**config.mk**
```make
export PLATFORM = sky130hd
export DESIGN_NAME = fxcvt_unit
export DESIGN_NICKNAME = d
export VERILOG_FILES = /design/src/rtl/fxcvt_pkg.sv /design/src/rtl/fxcvt_fix2flt.sv /design/src/rtl/fxcvt_flt2fix.sv /design/src/rtl/fxcvt_unit.sv
export SDC_FILE = /design/constraint.sdc
export NUM_CORES = 1
export LEC_CHECK = 0
export BUFFER_PORTS_ARGS = -buffer_cell sky130_fd_sc_hd__clkbuf_2
export CORE_MARGIN = 10
export CORE_UTILIZATION = 40
export CTS_BUF_LIST = sky130_fd_sc_hd__clkbuf_8 sky130_fd_sc_hd__clkbuf_16
export CTS_CLUSTER_DIAMETER = 50
export DETAILED_ROUTE_END_ITERATION = 8
export GPL_TIMING_DRIVEN = 0
export SLEW_MARGIN = 20
export SYNTH_ARGS = -nofsm -noshare
export SYNTH_HDL_FRONTEND = slang
export SYNTH_SLANG_ARGS = --single-unit
export TNS_END_PERCENT = 10
```
**constraint.sdc**
```tcl
create_clock -name clk -period 21.1 [get_ports clk]
set_input_delay 2.11 -clock clk [delete_from_list [all_inputs] [get_ports clk]]
set_output_delay 2.11 -clock clk [all_outputs]
set_load 0.005 [all_outputs]
```
**src/rtl/fxcvt_pkg.sv**
```systemverilog
package fxcvt_pkg;
  localparam int WORD_W   = 32;
  localparam int SP_EXP_W = 8;
  localparam int SP_MAN_W = 23;
  localparam int SP_BIAS  = 127;

  typedef enum logic [2:0] {
    OP_S16_TO_F = 3'd0,
    OP_S32_TO_F = 3'd1,
    OP_U16_TO_F = 3'd2,
    OP_U32_TO_F = 3'd3,
    OP_F_TO_S16 = 3'd4,
    OP_F_TO_S32 = 3'd5,
    OP_F_TO_U16 = 3'd6,
    OP_F_TO_U32 = 3'd7
  } cvt_op_e;
endpackage

```
**src/rtl/fxcvt_fix2flt.sv**
```systemverilog
module fxcvt_fix2flt
  import fxcvt_pkg::*;
#(
  parameter int FBITS_W = 6
) (
  input  logic [WORD_W-1:0]  src,
  input  logic               src_signed,
  input  logic [FBITS_W-1:0] fbits,
  output logic [WORD_W-1:0]  flt,
  output logic               inexact
);
  localparam int LEAD_W = $clog2(WORD_W);
  localparam int GRD    = WORD_W - 2 - SP_MAN_W;

  logic                neg;
  logic [WORD_W-1:0]   mag;
  logic [WORD_W-1:0]   norm;
  logic [LEAD_W-1:0]   lead;
  logic [SP_MAN_W-1:0] man_t;
  logic [SP_MAN_W-1:0] man_r;
  logic                grd, stk, up, carry;
  logic [SP_EXP_W-1:0] exp_c;

  always_comb begin
    neg  = src_signed & src[WORD_W-1];
    mag  = neg ? (~src + 1'b1) : src;
    lead = '0;
    for (int i = 0; i < WORD_W; i++) begin
      if (mag[i]) lead = LEAD_W'(i);
    end
    norm  = mag << (LEAD_W'(WORD_W - 1) - lead);
    man_t = norm[WORD_W-2 -: SP_MAN_W];
    grd   = norm[GRD];
    stk   = |norm[GRD-1:0];
    up    = grd & (stk | norm[GRD+1]);
    {carry, man_r} = {1'b0, man_t} + (SP_MAN_W + 1)'(up);
    exp_c = SP_EXP_W'(SP_BIAS) + SP_EXP_W'(lead) - SP_EXP_W'(fbits) + SP_EXP_W'(carry);
    if (mag == '0) begin
      flt     = '0;
      inexact = 1'b0;
    end else begin
      flt     = {neg, exp_c, man_r};
      inexact = grd | stk;
    end
  end
endmodule

```
**src/rtl/fxcvt_flt2fix.sv**
```systemverilog
module fxcvt_flt2fix
  import fxcvt_pkg::*;
#(
  parameter int FBITS_W = 6
) (
  input  logic [WORD_W-1:0]  flt,
  input  logic [FBITS_W-1:0] fbits,
  input  logic               dst_signed,
  input  logic               dst_wide,
  output logic [WORD_W-1:0]  fix,
  output logic               inexact,
  output logic               invalid
);
  localparam int SIG_W  = SP_MAN_W + 1;
  localparam int MAG_W  = WORD_W + 8;
  localparam int SH_W   = 11;
  localparam int RSH_W  = $clog2(SIG_W + 1);
  localparam int HUGE_S = WORD_W + 2 - SP_MAN_W;

  logic                      sgn;
  logic [SP_EXP_W-1:0]       ex, ex_eff;
  logic [SP_MAN_W-1:0]       mn;
  logic [SIG_W-1:0]          sig;
  logic signed [SH_W-1:0]    sh;
  logic [RSH_W-1:0]          rsh;
  logic [MAG_W-1:0]          mag, pos_max, neg_lim;
  logic [6:0]                nb;
  logic                      lost, huge, is_nan, is_inf;

  always_comb begin
    sgn    = flt[WORD_W-1];
    ex     = flt[WORD_W-2 -: SP_EXP_W];
    mn     = flt[SP_MAN_W-1:0];
    is_nan = (ex == '1) && (mn != '0);
    is_inf = (ex == '1) && (mn == '0);
    sig    = {ex != '0, mn};
    ex_eff = (ex == '0) ? SP_EXP_W'(1) : ex;
    sh     = SH_W'(ex_eff) + SH_W'(fbits) - SH_W'(SP_BIAS + SP_MAN_W);
    rsh    = RSH_W'(-sh);
    huge   = 1'b0;
    lost   = 1'b0;
    mag    = '0;
    if (sh >= SH_W'(HUGE_S)) begin
      huge = 1'b1;
    end else if (sh >= 0) begin
      mag = MAG_W'(sig) << sh[3:0];
    end else if (sh > -SH_W'(SIG_W + 1)) begin
      mag  = MAG_W'(sig >> rsh);
      lost = |(sig & ((SIG_W'(1) << rsh) - 1'b1));
    end else begin
      lost = |sig;
    end

    nb      = dst_wide ? 7'd32 : 7'd16;
    pos_max = (MAG_W'(1) << (nb - 7'(dst_signed))) - 1'b1;
    neg_lim = dst_signed ? (MAG_W'(1) << (nb - 7'd1)) : '0;

    fix     = '0;
    inexact = 1'b0;
    invalid = 1'b0;
    if (is_nan) begin
      invalid = 1'b1;
    end else if (!sgn && (is_inf || huge || mag > pos_max)) begin
      fix     = pos_max[WORD_W-1:0];
      invalid = 1'b1;
    end else if (sgn && (is_inf || huge || mag > neg_lim)) begin
      fix     = -neg_lim[WORD_W-1:0];
      invalid = 1'b1;
    end else begin
      fix     = sgn ? -mag[WORD_W-1:0] : mag[WORD_W-1:0];
      inexact = lost;
    end
  end
endmodule

```
**src/rtl/fxcvt_unit.sv**
```systemverilog
module fxcvt_unit
  import fxcvt_pkg::*;
#(
  parameter int FBITS_W   = 6,
  parameter int MAX_FBITS = 32
) (
  input  logic               clk,
  input  logic               rst,
  input  logic               in_valid,
  input  logic [2:0]         in_opcode,
  input  logic [WORD_W-1:0]  in_operand,
  input  logic [FBITS_W-1:0] in_fbits,
  input  logic [1:0]         in_rmode,
  output logic               out_valid,
  output logic [WORD_W-1:0]  out_result,
  output logic               out_inexact,
  output logic               out_invalid
);
  localparam int HALF_W = WORD_W / 2;

  logic              to_fixed, is_unsigned, is_wide;
  logic [WORD_W-1:0] src_ext;
  logic [WORD_W-1:0] f_res, x_res;
  logic              f_inx, x_inx, x_inv;

  assign to_fixed    = in_opcode[2];
  assign is_unsigned = in_opcode[1];
  assign is_wide     = in_opcode[0];

  always_comb begin
    if (is_wide)
      src_ext = in_operand;
    else if (is_unsigned)
      src_ext = {{HALF_W{1'b0}}, in_operand[HALF_W-1:0]};
    else
      src_ext = {{HALF_W{in_operand[HALF_W-1]}}, in_operand[HALF_W-1:0]};
  end

  fxcvt_fix2flt #(.FBITS_W(FBITS_W)) u_fix2flt (
    .src        (src_ext),
    .src_signed (!is_unsigned),
    .fbits      (in_fbits),
    .flt        (f_res),
    .inexact    (f_inx)
  );

  fxcvt_flt2fix #(.FBITS_W(FBITS_W)) u_flt2fix (
    .flt        (in_operand),
    .fbits      (in_fbits),
    .dst_signed (!is_unsigned),
    .dst_wide   (is_wide),
    .fix        (x_res),
    .inexact    (x_inx),
    .invalid    (x_inv)
  );

  always_ff @(posedge clk) begin
    if (rst) begin
      out_valid   <= 1'b0;
      out_result  <= '0;
      out_inexact <= 1'b0;
      out_invalid <= 1'b0;
    end else begin
      out_valid <= in_valid;
      if (in_valid) begin
        out_result  <= to_fixed ? x_res : f_res;
        out_inexact <= to_fixed ? x_inx : f_inx;
        out_invalid <= to_fixed && x_inv;
      end
    end
  end

  AST_VALID_NEXT: assert property (@(posedge clk) disable iff (rst) in_valid |=> out_valid);
  AST_IDLE_NEXT: assert property (@(posedge clk) disable iff (rst) !in_valid |=> !out_valid);
  AST_FLAG_EXCL: assert property (@(posedge clk) disable iff (rst) out_valid |-> !(out_inexact && out_invalid));
  AST_NAN_ZERO: assert property (@(posedge clk) disable iff (rst)
    (in_valid && in_opcode[2] && in_operand[30:23] == 8'hFF && in_operand[22:0] != 0)
    |=> (out_result == 0 && out_invalid));
  AST_ZERO_SRC: assert property (@(posedge clk) disable iff (rst)
    (in_valid && !in_opcode[2] && (in_opcode[0] ? in_operand == 0 : in_operand[15:0] == 0))
    |=> (out_result == 0 && !out_inexact && !out_invalid));
  AST_U16_EXT: assert property (@(posedge clk) disable iff (rst)
    (in_valid && in_opcode == OP_F_TO_U16) |=> out_result[31:16] == 16'h0);
  AST_S16_EXT: assert property (@(posedge clk) disable iff (rst)
    (in_valid && in_opcode == OP_F_TO_S16) |=> out_result[31:16] == {16{out_result[15]}});
  AST_FBITS_RANGE: assert property (@(posedge clk) disable iff (rst) in_valid |-> in_fbits <= MAX_FBITS);
  AST_RMODE_KNOWN: assert property (@(posedge clk) disable iff (rst) in_valid |-> !$isunknown(in_rmode));
endmodule

```
==> results of run 1 <==
## metrics by stage
step	total power [mW]	cells	setup slack [ns]	utilization (%)
6_report	1.10	2511	9.63	44.0
5_1_grt	1.15	2511	9.06	44.0
4_1_cts	1.06	2511	10.01	44.0
3_5_place_dp	0.972	2503	9.75	43.5
3_3_place_gp	0.973	2503	9.77	43.5
2_1_floorplan	0.684	1981	12.58	-
## worst reg2reg max path, delay by kind of cell, from the launching register on
| kind | cells | cell delay, ns |
|---|---|---|
| compound gates | 4 | 0.76 |
| flops | 1 | 0.32 |
## report_power, final
part	internal [mW]	switching (mW)	total (mW)
logic	0.305	0.629	0.934
clock network	0.0557	0.0294	0.0851
registers	0.0761	0.00615	0.0823
## cells by family (layout without fill, tap and decap cells)
| kind of cell | count (synthesis) | in the layout | share of synthesized area (%) |
|---|---|---|---|
| fa+ha+maj | 73 | 73 | 6.86 |
| mux | 110 | 110 | 11.1 |
| buf+inv | 218 | 300 | 6.81 |
| flops | 35 | 35 | 5.14 |
| simple gates | 729 | 729 | 27.7 |
| compound gates | 712 | 712 | 36.4 |
| other cells | 2 | 19 | 0.0551 |
| xor+xnor | 85 | 85 | 5.83 |
## synth_stat cells, drive strengths merged, types with 11 or more instances
master   count
nand4       30
a221oi      16
nand2      202
o2111ai     13
ha          70
mux2        33
inv         60
or3         21
o22ai       17
a21oi      140
a21o        31
o41ai       13
or4         13
clkbuf      89
a21boi      11
dfxtp       35
nand3       71
a22oi       17
o21a        18
nand2b      19
nor4        21
a211oi      41
xnor2       50
nor3        80
or2         13
mux2i       47
and4        11
o211ai      49
nor2       165
buf         67
o21ai      148
a31oi       36
and3        22
o221ai      20
nor2b       16
xor2        33
mux4        30
o31ai       18
## per-layer routing
layer  up-vias  share of wire, %  track usage, %
li1       7771                 -               -
met1      8531                43            45.6
met2      1096                42            47.6
met3       147                11            5.92
met4         2               3.6            10.1
met5         -             0.018               0
## layout make-up
type                       instances  area [sq um]  area share [%]
clock inverter                     3          43.8           0.296
tap                              448           561            3.79
sequential                        35           701            4.73
buffer                           156           693            4.68
clock buffer                       5           125           0.845
timing repair buffer              74           370            2.50
inverter                          62           235            1.59
multi-input combinational       1728         12100            81.6
## registers in the layout, indices dropped and copies added, names as in the netlist
register	cells
out_result	32
out_inexact	1
out_invalid	1
out_valid	1
## final timing paths
check / from / end / slack, ns / depth (start not counted)
min reg2reg: out_result[23] / out_result[23] / 0.48 / 2
max reg2reg: out_result[15] / out_result[15] / 19.87 / 4
max: in_operand[24] / out_result[11] / 9.63 / 30
min: out_result[23] / out_result[23] / 0.48 / 2
==> flow_summary.yaml, run 1 <==
global_routing:
  gr-total-overflow: 0
  grt_antenna_before_repair: 1
  grt_pass1_vias: 16100
  grt.total_usage_pct: 32.1
  grt_max_degree: 16
  grt_pass1_wl_mm: 104
sta:
  maxSlewViolCount: 0
  slew_headroom_pct: 18.0
  final.setup.tns_ns: 0
  setup_violations: 0
  period_needed_ns: 11.47
  finalHoldViolations: 0
  period_share_pct: 54.4
  worst_pin_slew_ns: 1.22
  rsz0062_at_grt: "no"
  holdWs_ns: 0.485
  max_freq_mhz: 87.2
  finClkSkew_ns: 0
die:
  core_area_sq_um: 33600
  die_w_um: 205
  core.rowCount: 67
  fp.dieH_um: 205
  dieArea_sq_um: 41900
  ios: 81
  start_util_pct: 40.6
worst_setup_path:
  required_ns: 21.32
  cp-end-kind: "register"
  crit_family: "simple AND/OR/NAND/NOR gates"
  crit_fanout: 12
  critical_path_class: "in -> reg"
  crit_path_start_kind: "input pin"
  cp.arrival_ns: 11.69
  critPathMaxStageDelay_ns: 0.86
  critical_path_buf_inv_count: 7
  cpMaxStageDelayCell: "xnor2_1"
route:
  viasPerCell: 6.99
  routedWlPerCell_um: 28.2
  ant_nets: 0
  dr.pass1.iters: 6
  drtIter0Drc: 2392
  wl_mm: 70.9
  vias: 17500
  drc: 0
clocking:
  ctsHoldBuffers: 0
  clkLatencyLatePin_ns: 0.28
  htreeDepth: 2
  post_cts_buffers: 0
  cts_tree: "built"
  clkSinkCount: 35
  cts_root_buf: "clkbuf_16"
  ctsLongestPathBuffers: 2
  numCtsBuffers: 5
  clk_pin_slew_ns: 0.06
  cts_resized: 0
power:
  power.density_nw_per_um2: 74.4
  p_leak_nw: 5.76
  ir_worst_vdd_mv: 0.0620
logic_synthesis:
  synthDistinctLibCells: 119
  synth_warnings: 0
  syn_inst: 1964
  async_flop_share_pct: 0
  synthTopCellsByArea: "ha_1, nand2_1, dfxtp_1, a21oi_1, mux4_2"
  avgSynthCellArea_sq_um: 6.94
  ys_ff_latch: 35
  seq_area_frac_synth_pct: 5.14
  yosysTopAreaCell: "ha_1"
  synth_area_sq_um: 13600
  synth.top_cell.area_share_pct: 6.42
  synth_top_flop_cell: "dfxtp_1"
  synth_enable_flop_cells: 0
finish:
  layout-drive-gt1-share_pct: 13.3
  area_growth_pct: 8.53
  fillers: 3656
  layout_common_cells: "nand2_1, nor2_1, a21oi_1"
  final_common_cell: "nand2_1"
  diodes: 0
  final_nets: 2181
  stdcell_area_sq_um: 14800
placement:
  place_area_sq_um: 14600
  hpwl_mm: 57.7
  io_buffers: 74
  gp_congestion: 1.02
worst_hold_path:
  hold_path.class: "reg -> reg"
run:
  drv_cap: 0
status:
  status: "complete, no violations"
(Power assumes the default switching activity.)
==> inputs of run 2 (changes only) <==
--- a/config.mk
+++ b/config.mk
@@ -5,6 +5,7 @@
 export SDC_FILE = /design/constraint.sdc
 export NUM_CORES = 1
 export LEC_CHECK = 0
+export ABC_AREA = 1
 export BUFFER_PORTS_ARGS = -buffer_cell sky130_fd_sc_hd__clkbuf_2
 export CORE_MARGIN = 10
 export CORE_UTILIZATION = 40
==> constraint.sdc (replaced) <==
create_clock -name clk -period 9.23 [get_ports clk]
set_input_delay 0.923 -clock clk [delete_from_list [all_inputs] [get_ports clk]]
set_output_delay 0.923 -clock clk [all_outputs]
set_load 0.005 [all_outputs]
==> run 2 against run 1 <==
Net effect: area after synthesis decreased by 16%; worst hold slack got worse by 0.018 ns; sequential power increased by 120%; clock power increased by 95%; synthesized cell count increased by 10%; via count decreased by 14%; final area decreased by 15%; total power increased by 89%; count of clock-buffer cells in the layout increased by 1; critical path type unchanged; die area decreased by 14%; critical path depth increased by 13; highest routed layer unchanged; first-iteration DRC count decreased by 31%.
==> flow_summary.yaml, run 2 <==
finish:
  largest_reg_flops: 32
  final_common_cell: "nand2_1"
  fillers: 3266
  area_growth_pct: 9.64
  layout-drive-gt1-share_pct: 10.3
  stdcell_area_sq_um: 12600
  regMostFlops: "out_result"
  diodes: 0
  layout_common_cells: "nand2_1, nand3_1, nor2_1"
  final_util_pct: 44.9
  final_nets: 2381
  fin_cells: 2640
logic_synthesis:
  synth_warnings: 0
  synthTopCellsByArea: "nand2_1, nand3_1, o21ai_0, nor2_1, ha_1"
  async_flop_share_pct: 0
  synthDistinctLibCells: 64
  yosysMostFrequentCell: "nand2_1"
  yosysTopAreaCell: "nand2_1"
  synth_area_sq_um: 11500
  synth_top_flop_cell: "dfxtp_1"
  syn_inst: 2164
  seq_area_frac_synth_pct: 6.11
  ys_ff_latch: 35
  synth_enable_flop_cells: 0
  synth.top_cell.area_share_pct: 17.4
  synth_commonest_cells: "nand2_1, nand3_1, nor2_1"
  avgSynthCellArea_sq_um: 5.30
global_routing:
  grt_pass1_wl_mm: 78.4
  grt_pass1_vias: 14300
  grt-busiest-layer: "met2"
  met1_usage_pct: 34.3
  grt.total_usage_pct: 27.0
  gr-total-overflow: 0
  grt_antenna_before_repair: 1
  use_met2_pct: 46.4
  grt_max_degree: 17
  grt_util_met3_pct: 2.87
sta:
  slew_headroom_pct: 29.4
  final.setup.tns_ns: 0
  worst_pin_slew_ns: 1.05
  setup_violations: 0
  finalHoldViolations: 0
  period_share_pct: 93.4
  maxSlewViolCount: 0
  setup_ws_ns: 0.612
  finClkSkew_ns: 0
  rsz0062_at_grt: "no"
  holdWs_ns: 0.467
  period_needed_ns: 8.62
  max_freq_mhz: 116
die:
  core.rowCount: 61
  core_area_sq_um: 28000
  dieArea_sq_um: 35800
  fp.dieH_um: 189
  start_util_pct: 40.9
  die_w_um: 189
  ios: 81
route:
  viasPerCell: 5.73
  vias: 15100
  wl_mm: 50.5
  drtIter0Drc: 1651
  drc: 0
  dr.pass1.iters: 6
  routedWlPerCell_um: 19.1
  ant_nets: 0
placement:
  place_ws_ns: 0.0436
  io_buffers: 74
  place_area_sq_um: 12400
  gp_congestion: 1.01
  placed_cells: 2633
  hpwl_mm: 42.4
run:
  drv_cap: 0
worst_setup_path:
  cpMaxStageDelayCell: "nor3_1"
  critical_path_buf_inv_count: 12
  crit_path_start_kind: "input pin"
  required_ns: 9.38
  critical_path_class: "in -> reg"
  cp-end-kind: "register"
  r2r_setup_slack_ns: 8.54
  cp.arrival_ns: 8.77
  crit_family: "buffers and inverters"
  crit_fanout: 12
  path_common_cell: "nand2_1"
  critPathMaxStageDelay_ns: 0.57
clocking:
  clkLatencyLatePin_ns: 0.27
  cts_resized: 0
  htreeDepth: 2
  clk_pin_slew_ns: 0.05
  clkSinkCount: 35
  cts_tree: "built"
  post_cts_buffers: 0
  numCtsBuffers: 5
  ctsLongestPathBuffers: 2
  ctsHoldBuffers: 0
  cts_root_buf: "clkbuf_16"
power:
  pwr-share-clk_pct: 8.0
  power_frac_seq_pct: 8.6
  intPower_uw: 795
  switching_share_pct: 61.8
  total_power_mw: 2.08
  pwr-share-comb_pct: 83.4
  ir_worst_vdd_mv: 0.0700
  power_switching_mw: 1.29
  p_leak_nw: 6.42
  power.density_nw_per_um2: 166
status:
  status: "complete, no violations"
worst_hold_path:
  hold_path.class: "reg -> reg"
## run 2: changes by cell type after synthesis, sizes merged, moves of 33 or more
| cell | change |
|---|---|
| mux2i | -39 |
| a21oi | -73 |
| o21ai | +74 |
| nor2 | +106 |
| a211oi | -39 |
| nor3 | -49 |
| nand3 | +231 |
| clkbuf | -36 |
| inv | +204 |
| mux2 | -33 |
| nand2 | +341 |
| xnor2 | -36 |
## run 2: per-layer routing
metal  up-vias  share of wire [%]
li1       7379                  -
met1      6893                 43
met5         -              0.040
met3       120                7.4
met4         2                3.5
met2       723                 46
## run 2: final timing paths
| kind | startpoint | end | depth (start not counted) |
|---|---|---|---|
| min reg2reg | out_invalid | out_invalid | 2 |
| max | in_operand[29] | out_result[22] | 43 |
| max reg2reg | out_result[3] | out_result[3] | 2 |
| min | out_invalid | out_invalid | 2 |
## run 2: cell type report
cell class,instances,area [sq um],area share [%]
multi-input combinational,1778,9370,74.6
tap,378,473,3.76
clock inverter,1,5.00,0.0398
sequential,35,701,5.57
inverter,271,1020,8.10
clock buffer,6,139,1.10
buffer,97,492,3.91
timing repair buffer,74,370,2.95
## run 2: cell families (layout without fill, tap and decap cells)
| logic type | Yosys count | in the layout | synth area share, % |
|---|---|---|---|
| fa+ha+maj | 73 | 73 | 8.16 |
| buf+inv | 368 | 449 | 13.1 |
| flops | 35 | 35 | 6.11 |
| xor+xnor | 61 | 61 | 4.66 |
| mux | 8 | 8 | 0.698 |
| compound gates | 397 | 397 | 19.9 |
| simple gates | 1220 | 1220 | 47.3 |
| other cells | 2 | 19 | 0.0655 |
## run 2: tightest hold or removal path, delay by kind of cell, from the launching register on
| family | cells | cell delay, ns |
|---|---|---|
| AOI/OAI and AO/OA | 1 | 0.05 |
| and+or+nand+nor | 1 | 0.06 |
| DFF | 1 | 0.31 |
## run 2: power by group through the flow
stage / combinational, mW / sequential, mW / clock, mW
2_1_floorplan: 1.19 / 0.181 / 0
3_3_place_gp: 1.67 / 0.181 / 0
6_report: 1.74 / 0.179 / 0.166
3_5_place_dp: 1.67 / 0.182 / 0
5_1_grt: 1.92 / 0.181 / 0.175
4_1_cts: 1.68 / 0.179 / 0.165
